<file path="config.mk">
export PLATFORM = sky130hd
export DESIGN_NAME = lpf_formatter
export DESIGN_NICKNAME = d
export VERILOG_FILES = /design/src/rtl/lpf_pkg.sv /design/src/rtl/lpf_classify.sv /design/src/rtl/lpf_column.sv /design/src/rtl/lpf_seq.sv /design/src/rtl/lpf_formatter.sv
export SDC_FILE = /design/constraint.sdc
export NUM_CORES = 1
export LEC_CHECK = 0
export BUFFER_PORTS_ARGS = -buffer_cell sky130_fd_sc_hd__buf_2
export CAP_MARGIN = 25
export CORE_MARGIN = 3
export CORE_UTILIZATION = 54
export DETAILED_ROUTE_END_ITERATION = 10
export PLACE_DENSITY = 0.82
export SLEW_MARGIN = 20
export SYNTH_ARGS = -nofsm -noshare
export SYNTH_HDL_FRONTEND = slang
export SYNTH_HIERARCHICAL = 1
export SYNTH_SLANG_ARGS = --single-unit
</file>
<file path="constraint.sdc">
create_clock -name clk -period 3.6 [get_ports clk]
set_input_delay 0.18 -clock clk [delete_from_list [all_inputs] [get_ports clk]]
set_output_delay 0.18 -clock clk [all_outputs]
set_load 0.1 [all_outputs]
</file>
<file path="src/rtl/lpf_pkg.sv">
package lpf_pkg;

  localparam int CHAR_W = 7;

  localparam logic [CHAR_W-1:0] K_NUL   = 7'h00;
  localparam logic [CHAR_W-1:0] K_TAB   = 7'h09;
  localparam logic [CHAR_W-1:0] K_LF    = 7'h0A;
  localparam logic [CHAR_W-1:0] K_FF    = 7'h0C;
  localparam logic [CHAR_W-1:0] K_CR    = 7'h0D;
  localparam logic [CHAR_W-1:0] K_SPACE = 7'h20;

  typedef enum logic [1:0] {
    ADV_NONE = 2'd0,
    ADV_LINE = 2'd1,
    ADV_TOP  = 2'd2
  } adv_e;

  typedef enum logic [1:0] {
    ST_IDLE = 2'd0,
    ST_VFU  = 2'd1,
    ST_EMIT = 2'd2
  } seq_state_e;

endpackage

</file>
<file path="src/rtl/lpf_classify.sv">
module lpf_classify
  import lpf_pkg::*;
#(
  parameter int CODE_W     = 8,
  parameter int COL_W      = 8,
  parameter int LINE_WIDTH = 132,
  parameter int TAB_STOP   = 8,
  parameter int TAB_WRAP   = 128,
  localparam int TAB_LG    = $clog2(TAB_STOP),
  localparam int CNT_W     = $clog2(TAB_STOP + 1)
) (
  input  logic [CODE_W-1:0] code,
  input  logic [COL_W-1:0]  col,
  output adv_e              adv,
  output logic [CHAR_W-1:0] ch,
  output logic [CNT_W-1:0]  count,
  output logic [COL_W-1:0]  next_col
);

  logic [CHAR_W-1:0] c7;
  logic [TAB_LG-1:0] col_lo;
  logic [COL_W-1:0]  base;
  logic              unused_hi;

  assign c7        = code[CHAR_W-1:0];
  assign col_lo    = col[TAB_LG-1:0];
  assign unused_hi = ^code[CODE_W-1:CHAR_W];

  always_comb begin
    adv   = ADV_NONE;
    ch    = K_SPACE;
    count = '0;
    base  = col;
    if (c7 == K_NUL) begin
      // nothing to do
    end else if (c7 == K_LF) begin
      adv  = ADV_LINE;
      base = '0;
    end else if (c7 == K_FF) begin
      adv  = ADV_TOP;
      base = '0;
    end else if (c7 == K_CR) begin
      ch    = K_CR;
      count = CNT_W'(1);
      base  = '0;
    end else if (c7 == K_TAB) begin
      if (col >= COL_W'(TAB_WRAP)) begin
        adv   = ADV_LINE;
        base  = '0;
        count = CNT_W'(TAB_STOP);
      end else begin
        count = CNT_W'(TAB_STOP) - CNT_W'(col_lo);
      end
    end else begin
      ch    = (c7 < K_SPACE) ? K_SPACE : c7;
      count = CNT_W'(1);
      if (col >= COL_W'(LINE_WIDTH)) begin
        adv  = ADV_LINE;
        base = '0;
      end
    end
    next_col = base + COL_W'(count);
  end

endmodule

</file>
<file path="src/rtl/lpf_column.sv">
module lpf_column #(
  parameter int COL_W = 8
) (
  input  logic             clk,
  input  logic             rst_n,
  input  logic             load,
  input  logic [COL_W-1:0] next_col,
  output logic [COL_W-1:0] col
);

  always_ff @(posedge clk or negedge rst_n) begin
    if (!rst_n)    col <= '0;
    else if (load) col <= next_col;
  end

endmodule

</file>
<file path="src/rtl/lpf_seq.sv">
module lpf_seq
  import lpf_pkg::*;
#(
  parameter int CNT_W = 4
) (
  input  logic             clk,
  input  logic             rst_n,
  input  logic             in_valid,
  input  adv_e             adv,
  input  logic [CNT_W-1:0] count,
  input  logic             out_ready,
  input  logic             req_ready,
  output logic             out_valid,
  output logic             req_valid,
  output logic             req_top,
  output logic             ack
);

  seq_state_e       state, state_nx;
  logic [CNT_W-1:0] rem, rem_nx;
  logic             has_chars;

  assign has_chars = (count != '0);

  always_comb begin
    state_nx = state;
    rem_nx   = rem;
    ack      = 1'b0;
    unique case (state)
      ST_IDLE: begin
        if (in_valid) begin
          if (adv != ADV_NONE) begin
            state_nx = ST_VFU;
          end else if (has_chars) begin
            state_nx = ST_EMIT;
            rem_nx   = count;
          end else begin
            ack = 1'b1;
          end
        end
      end
      ST_VFU: begin
        if (req_ready) begin
          if (has_chars) begin
            state_nx = ST_EMIT;
            rem_nx   = count;
          end else begin
            state_nx = ST_IDLE;
            ack      = 1'b1;
          end
        end
      end
      ST_EMIT: begin
        if (out_ready) begin
          if (rem == CNT_W'(1)) begin
            state_nx = ST_IDLE;
            ack      = 1'b1;
          end
          rem_nx = rem - CNT_W'(1);
        end
      end
      default: state_nx = ST_IDLE;
    endcase
  end

  always_ff @(posedge clk or negedge rst_n) begin
    if (!rst_n) begin
      state <= ST_IDLE;
      rem   <= '0;
    end else begin
      state <= state_nx;
      rem   <= rem_nx;
    end
  end

  assign out_valid = (state == ST_EMIT);
  assign req_valid = (state == ST_VFU);
  assign req_top   = (adv == ADV_TOP);

endmodule

</file>
<file path="src/rtl/lpf_formatter.sv">
module lpf_formatter
  import lpf_pkg::*;
#(
  parameter int CODE_W     = 8,
  parameter int COL_W      = 8,
  parameter int LINE_WIDTH = 132,
  parameter int TAB_STOP   = 8,
  parameter int TAB_WRAP   = 128,
  localparam int CNT_W     = $clog2(TAB_STOP + 1)
) (
  input  logic              clk,
  input  logic              rst_n,
  input  logic              code_valid,
  output logic              code_ready,
  input  logic [CODE_W-1:0] code_data,
  output logic              char_valid,
  input  logic              char_ready,
  output logic [6:0]        char_data,
  output logic              vfu_valid,
  input  logic              vfu_ready,
  output logic              vfu_top,
  output logic [COL_W-1:0]  column
);

  adv_e              adv;
  logic [CHAR_W-1:0] ch;
  logic [CNT_W-1:0]  count;
  logic [COL_W-1:0]  next_col;
  logic              ack;

  lpf_classify #(
    .CODE_W(CODE_W), .COL_W(COL_W), .LINE_WIDTH(LINE_WIDTH),
    .TAB_STOP(TAB_STOP), .TAB_WRAP(TAB_WRAP)
  ) u_classify (
    .code(code_data), .col(column), .adv(adv), .ch(ch),
    .count(count), .next_col(next_col)
  );

  lpf_seq #(.CNT_W(CNT_W)) u_seq (
    .clk(clk), .rst_n(rst_n), .in_valid(code_valid), .adv(adv),
    .count(count), .out_ready(char_ready), .req_ready(vfu_ready),
    .out_valid(char_valid), .req_valid(vfu_valid), .req_top(vfu_top),
    .ack(ack)
  );

  lpf_column #(.COL_W(COL_W)) u_column (
    .clk(clk), .rst_n(rst_n), .load(ack), .next_col(next_col), .col(column)
  );

  assign code_ready = ack;
  assign char_data  = ch;

endmodule

</file>
==> metrics.yaml, run 1 <==
cts_hold_buffers: 1
yosys.area.top_type_share: 0.258
hold_path_class: "input port to flop"
setup_ws_ns: 0.286
cts_resized: 0
num_io_pins: 32
drive_above_1_share: 0.316
fillers: 208
drtAntennaViolNets: 0
via_per_inst: 5.91
synth_compound_area_frac: 0.212
htree_num_levels: 1
pre_cts_ws_ns: 0.300
syn_inst: 156
syn_area_per_cell_um2: 8.72
clock-root-buffer: "clkbuf_4"
grt_pass1_wl_mm: 5.54
synth_seq_cells: 14
fin_tns_setup_ns: 0
slew_viol_final: 0
synthXorXnorAreaFrac: 0.0515
synth_edf_count: 0
worst_setup_path_end_kind: "flop"
cts.clk_slew.worst_paths_ns: 0.09
clk_path_buf_depth: 2
grt_max_degree: 15
synthSimpleGateAreaFrac: 0.236
drc: 0
drt_pass1_iterations: 4
max_cap_viol_count: 0
cp-start-kind: "flop"
post_cts_buffers: 0
cp.arrival_ns: 3.49
place_inst: 210
netlist-cell-type-count: 50
port_buffers: 30
area_growth_pct: 16.0
rows: 17
slew-limit-headroom: 0.620
fp.dieW_um: 56.2
dieArea_um2: 3160
drt-total-wl_mm: 3.17
rsz0062_at_grt: "no"
wl_per_cell_um: 14.7
core_um2: 2300
grt_usage: 0.212
numCtsBuffers: 3
ys_seq_area_frac: 0.258
synth_area_leaders: "dfrtp_1 26%, mux2_4 8.8%, ha_1 6.4%"
setup_viol: 0
cts_tree: "yes"
hold_ws_ns: 0.242
cts_sinks: 14
start_util: 0.592
p_per_area_nw_per_um2: 659
synthMuxAreaShare: 0.110
p_leak_nw: 0.770
synth_top_family_by_area: "simple AND/OR/NAND/NOR gates"
finalNetCount: 209
globalRouteOverflowTotal: 0
gp_congestion: 0.891
clkLatencyLatePin_ns: 0.28
grt_pass1_vias: 1257
yosysWarnings: 6
skew_ns: 0.00718
die_h_um: 56.2
cp.required_ns: 3.77
syn-cell-area_um2: 1360
fmax_mhz: 302
worstSetupPathType: "flop to flop"
run_status: "complete, no violations"
fin_crit_ns: 3.31
vias: 1270
hpwl_mm: 2.45
hold_violations: 0
finalCritPeriodShare: 0.921
synth_top_flop_cell: "dfrtp_1"
antenna_found_initial: 0
worstPathMaxFanout: 8
timing.rr.start: "u_column/col[4]"
vdd_drop_max_v: 0.000568
drt_iter0_markers: 42
synthTopCellsByCount: "14 x dfrtp_1, 14 x nor2_1, 11 x inv_1, 10 x a21oi_1, 8 x mux2_4"
yosysTopAreaCell: "dfrtp_1"
synthAdderAreaFrac: 0.0791
stdcell_count: 215
num_antenna_cells: 0
async_flop_share: 1.00
crit_path_start: "u_column/col[4]"
r2r_setup_slack_ns: 0.29
synth_nets: 177
tightest_slew_ns: 0.562
holdCritStartpoint: "vfu_ready"
## per-stage QoR
stage,utilization,area [um^2],power [mW]
3_5_place_dp,0.671,1540,0.941
6_report,0.687,1580,1.04
5_1_grt,0.687,1580,1.12
4_1_cts,0.687,1580,1.04
3_3_place_gp,0.671,1540,0.915
2_1_floorplan,-,1380,0.823
## sequential cells by signal (all words and copies together) (netlist names)
register / flops
u_seq/rem: 4
u_seq/state: 2
u_column/col: 8
## routing by layer
layer | GRT usage | vias up | routed length, um
met4 | 0.0441 | 0 | 14
met3 | 0.0302 | 2 | 180
li1 | - | 625 | -
met2 | 0.369 | 49 | 1540
met1 | 0.277 | 594 | 1430
met5 | 0 | - | 0
## area by class of cell
class | instances | area [um^2] | area share
Clock buffer | 4 | 26.3 | 0.0167
Inverter | 12 | 45.0 | 0.0285
Multi-Input combinational cell | 125 | 948 | 0.601
Sequential cell | 14 | 355 | 0.225
Tap cell | 28 | 35.0 | 0.0222
Timing Repair Buffer | 32 | 168 | 0.106
## worst paths after layout
check / cells after the start / to
min in group asynchronous: 2 / u_column/col[7]
worst max register to register: 13 / u_column/col[6]
max in group asynchronous: 2 / u_column/col[3]
worst min-delay path: 4 / u_seq/state[0]
worst min register to register: 1 / u_seq/rem[3]
worst max-delay path: 13 / u_column/col[6]
## placed cells by master (no fill, tap or decap), types with 3 or more instances in the layout
cell,instances
a21o_1,3
buf_2,30
a21oi_1,9
mux2i_1,3
dfrtp_1,10
nand2_1,7
and2_1,6
nor2b_1,7
nor2_1,14
mux2_4,8
nand3_1,5
xor2_1,4
dfrtp_2,4
xnor2_1,4
nor3_1,6
inv_1,11
ha_1,7
o21ai_0,6
clkbuf_4,3
## worst max-delay path, stage by stage (launching register included)
cell,delay [ns]
dfrtp_2,0.45
or4_4,0.53
a211oi_2,0.28
o22a_2,0.28
and2_1,0.15
ha_1,0.16
inv_1,0.07
fa_1,0.40
nor2b_1,0.11
o21ai_0,0.10
a21oi_1,0.19
xor2_1,0.08
and2_1,0.15
mux2_4,0.25
## power by group
group	leakage (nW)	internal, mW	switching (mW)
registers	0.172	0.207	0.0610
clock network	0.0150	0.0429	0.0521
logic	0.583	0.218	0.459
## logic make-up after synthesis
kind of cell    count (synthesis)
buf+inv                        17
fa+ha+maj                       8
xor+xnor                        8
mux                            11
flops                          14
simple gates                   59
compound gates                 39
Power figures use the tool's default switching activity.
==> inputs of run 2 (changes only) <==
CORE_MARGIN = unset   (was 3)
==> metrics.yaml, run 2 (synthesized netlist as in run 1, its figures left out) <==
run_status: "complete, no violations"
whs_path_depth: 4
setup_viol: 0
use_met3: 0.0261
top_regs: "u_column/col x8, u_seq/rem x4, u_seq/state x2"
rsz0062_at_grt: "no"
hold_path_class: "input port to flop"
globalRouteOverflowTotal: 0
grt_pass1_vias: 1207
largest_register_ffs: 8
grtUsageMet1: 0.348
busiest_layer: "met2"
cts_resized: 0
max_stage_delay_ns: 0.55
place_area_um2: 1540
crit_chain: "or4_4 -> a211oi_2 -> o22a_2 -> and2_1 -> ha_1 -> inv_1 -> fa_1 -> nor2b_1 -> o21ai_0 -> a21oi_1 -> xor2_1 -> and2_1 -> mux2_4"
final_common_cell: "buf_2"
num_io_pins: 32
finalCritPeriodShare: 0.954
p_per_area_nw_per_um2: 675
dieArea_um2: 2720
skew_ns: 0.00666
critPathSlowestCell: "or4_4"
via_per_inst: 6.05
antenna_found_initial: 0
max_cap_viol_count: 0
cpLargestDelayFamily: "simple AND/OR/NAND/NOR gates"
cp.arrival_ns: 3.62
die_h_um: 52.2
tightest_slew_ns: 0.556
area_growth_pct: 16.7
worstPathMaxFanout: 8
numCtsBuffers: 3
hold_violations: 0
grt.met2_usage: 0.449
grt_pass1_wl_mm: 5.44
cp_common_cell: "and2_1"
cp.required_ns: 3.78
core_um2: 2300
vias: 1301
slew_viol_final: 0
drt_pass1_iterations: 4
port_buffers: 30
cp-start-kind: "flop"
worst_setup_path_end_kind: "flop"
worst-path-stages: 13
fin_crit_ns: 3.43
slew-limit-headroom: 0.624
fillers: 195
drive_above_1_share: 0.321
clock-root-buffer: "clkbuf_4"
final_cell_mix: "30 x buf_2, 14 x nor2_1, 11 x inv_1"
reg2reg_depth: 13
num_antenna_cells: 0
finalNetCount: 209
top_register: "u_column/col"
fp.dieW_um: 52.2
fmax_mhz: 291
worstSetupPathType: "flop to flop"
clkLatencyLatePin_ns: 0.29
fin_tns_setup_ns: 0
final_core_util: 0.691
gp_congestion: 0.840
drt_iter0_markers: 53
drt-total-wl_mm: 3.25
htree_num_levels: 1
cts_tree: "yes"
rows: 17
clk_path_buf_depth: 2
drtAntennaViolNets: 0
fin_area_um2: 1590
drc: 0
p_leak_nw: 0.776
cts.clk_slew.worst_paths_ns: 0.10
cts_sinks: 14
crit_buf_inv: 1
wl_per_cell_um: 15.1
grt_max_degree: 15
vdd_drop_max_v: 0.000704
grt_usage: 0.268
start_util: 0.592
hpwl_mm: 2.41
==> run 2: cell counts in the layout (fill, tap and decap cells not counted) <==
No cell type changed its count.
==> run 2: final cells by class <==
type / instances / area [um^2] / share of cell area
flip-flops and latches: 14 / 355 / 0.224
multi-input cells: 125 / 948 / 0.597
inverters: 12 / 45.0 / 0.0284
well taps: 28 / 35.0 / 0.0221
clock buffers: 4 / 36.3 / 0.0229
repair buffers: 32 / 168 / 0.106
==> run 2: metal layers <==
| metal | share of wire | vias to the layer above |
|---|---|---|
| li1 | - | 624 |
| met1 | 0.45 | 615 |
| met2 | 0.47 | 58 |
| met3 | 0.063 | 4 |
| met4 | 0.012 | 0 |
| met5 | 0 | - |
==> run 2: what timing repair did <==
item | CTS | global route
buffers inserted | 0 | 0
hold buffers | 1 | 0
hold endpoints to repair | 14 | 0
==> run 2: per-stage QoR <==
stage / hold slack (ns) / std cells / worst slack (ns) / power [mW]
4_1_cts: 0.221 / 215 / 0.204 / 1.07
2_1_floorplan: -0.116 / 156 / 0.0979 / 0.823
3_3_place_gp: 0.0973 / 210 / 0.380 / 0.914
3_5_place_dp: 0.104 / 210 / 0.275 / 0.942
5_1_grt: 0.259 / 215 / 0.0126 / 1.13
6_report: 0.219 / 215 / 0.166 / 1.07
==> run 2: worst register-to-register path: cells and delay by family (launching register included) <==
family	cells	cell delay (ns)
buffers and inverters	1	0.06
flip-flops	1	0.44
XOR/XNOR	1	0.09
adder cells (fa/ha/maj)	2	0.56
AO/OA/AOI/OAI	4	0.93
multiplexers	1	0.25
AND/OR/NAND/NOR	4	1.02
==> run 2: where the power goes <==
group	internal (mW)	switching, mW	leakage [nW]
Clock	0.0616	0.0575	0.0210
Combinational	0.218	0.464	0.583
Sequential	0.207	0.0638	0.172
Total	0.486	0.585	0.776
==> run 2: worst paths after layout <==
path                                        end  slack (ns)       startpoint
worst max-delay path            u_column/col[6]        0.17  u_column/col[3]
worst min-delay path             u_seq/state[0]        0.22        vfu_ready
worst max register to register  u_column/col[6]        0.17  u_column/col[3]
worst min register to register  u_column/col[3]        0.57  u_column/col[3]
max in group asynchronous       u_column/col[4]        3.02            rst_n
min in group asynchronous          u_seq/rem[3]        0.31            rst_n
==> inputs of run 3 (changes only) <==
CORE_UTILIZATION = 56   (was 54)
CTS_BUF_LIST = sky130_fd_sc_hd__clkbuf_8   (was unset)
PLACE_DENSITY = 0.85   (was 0.82)
==> metrics.yaml, run 3 (synthesized netlist as in run 1, its figures left out) <==
run_status: "complete, no violations"
vias: 1262
num_antenna_cells: 0
tightest_slew_ns: 0.551
slew-limit-headroom: 0.627
reg2reg_to: "u_column/col[6]"
setup_ws_ns: 0.297
worstPathMaxFanout: 8
fp.dieW_um: 51.3
p_per_area_nw_per_um2: 687
globalRouteOverflowTotal: 0
timing.rr.start: "u_column/col[4]"
via_per_inst: 5.87
numCtsBuffers: 3
seqCellArea_um2: 355
fin_crit_ns: 3.30
hold_violations: 0
crit_path_start: "u_column/col[4]"
reg2reg_depth: 13
cts_sinks: 14
start_util: 0.603
max_stage_delay_ns: 0.54
vdd_drop_max_v: 0.000665
cts_tree: "yes"
cp-start-kind: "flop"
final_cell_mix: "30 x buf_2, 14 x nor2_1, 11 x inv_1"
fmax_mhz: 303
largest_register_ffs: 8
drt_iter0_markers: 22
worst_setup_path_end_kind: "flop"
cp_common_cell: "and2_1"
finalNetCount: 209
pre_cts_ws_ns: 0.326
cts_resized: 0
die_h_um: 51.3
port_buffers: 30
slew_viol_final: 0
hold_path_class: "input port to flop"
top_register: "u_column/col"
fin_tns_setup_ns: 0
antenna_found_initial: 0
cts_hold_buffers: 1
grt_pass1_vias: 1195
top_regs: "u_column/col x8, u_seq/rem x4, u_seq/state x2"
htree_num_levels: 1
critPathCapture: "u_column/col[6]"
crit_buf_inv: 1
grt_max_degree: 15
clock-root-buffer: "clkbuf_8"
cpLargestDelayFamily: "simple AND/OR/NAND/NOR gates"
rows: 17
setup_viol: 0
drt_pass1_iterations: 4
drt-total-wl_mm: 3.11
critPathSlowestCell: "or4_4"
skew_ns: 0.00245
max_cap_viol_count: 0
cp.arrival_ns: 3.44
gp_congestion: 0.859
clkLatencyLatePin_ns: 0.25
drive_above_1_share: 0.321
num_io_pins: 32
finalCritPeriodShare: 0.918
drc: 0
wl_per_cell_um: 14.5
p_leak_nw: 0.784
r2r_setup_slack_ns: 0.30
worstSetupPathType: "flop to flop"
crit_chain: "or4_4 -> a211oi_2 -> o22a_2 -> and2_1 -> ha_1 -> inv_1 -> fa_1 -> nor2b_1 -> o21ai_0 -> a21oi_1 -> xor2_1 -> and2_1 -> mux2_4"
grt_pass1_wl_mm: 5.15
dieArea_um2: 2630
cp.required_ns: 3.73
final_common_cell: "buf_2"
multi_input_area_um2: 948
area_growth_pct: 18.1
worst-path-stages: 13
post_cts_buffers: 0
clk_path_buf_depth: 2
core_um2: 2250
drtAntennaViolNets: 0
cts.clk_slew.worst_paths_ns: 0.06
hpwl_mm: 2.26
rsz0062_at_grt: "no"
fillers: 183
grt_usage: 0.261
## run 3: worst min path at each step
stage,start,end,slack (ns),depth (start not counted)
2_1_floorplan,rst_n,u_column/col[0],-0.12,0
3_3_place_gp,rst_n,u_seq/rem[1],0.1,1
3_5_place_dp,rst_n,u_seq/rem[0],0.11,1
4_1_cts,vfu_ready,u_seq/state[0],0.26,4
5_1_grt,vfu_ready,u_seq/state[0],0.32,4
6_report,vfu_ready,u_seq/state[0],0.27,4
## run 3: through the flow
step	cells	total power, mW	instance area (um^2)	util	hold WS, ns
2_1_floorplan	156	0.823	1380	-	-0.116
3_3_place_gp	210	0.912	1540	0.684	0.0959
3_5_place_dp	210	0.935	1540	0.684	0.106
4_1_cts	215	1.10	1610	0.713	0.263
5_1_grt	215	1.17	1610	0.713	0.319
6_report	215	1.10	1610	0.713	0.265
## run 3: layout make-up
cell class | count | share of cell area
Sequential cell | 14 | 0.221
Clock buffer | 4 | 0.0343
Timing Repair Buffer | 32 | 0.104
Inverter | 12 | 0.0280
Multi-Input combinational cell | 125 | 0.590
Tap cell | 28 | 0.0218
## run 3: metal layers
metal | track usage | share of wire
met1 | 0.333 | 0.46
met2 | 0.432 | 0.47
met3 | 0.0417 | 0.049
met4 | 0.117 | 0.020
met5 | 0 | 0
## run 3: power by group
group	switching [mW]	internal (mW)	leakage (nW)
clock network	0.0591	0.0971	0.0288
registers	0.0634	0.208	0.172
logic	0.460	0.216	0.583
## run 3: tightest hold or removal path, delay by kind of cell
kind / cells / cell delay (ns)
AND/OR/NAND/NOR: 1 / 0.05
AO/OA/AOI/OAI: 1 / 0.13
buffers and inverters: 2 / 0.12
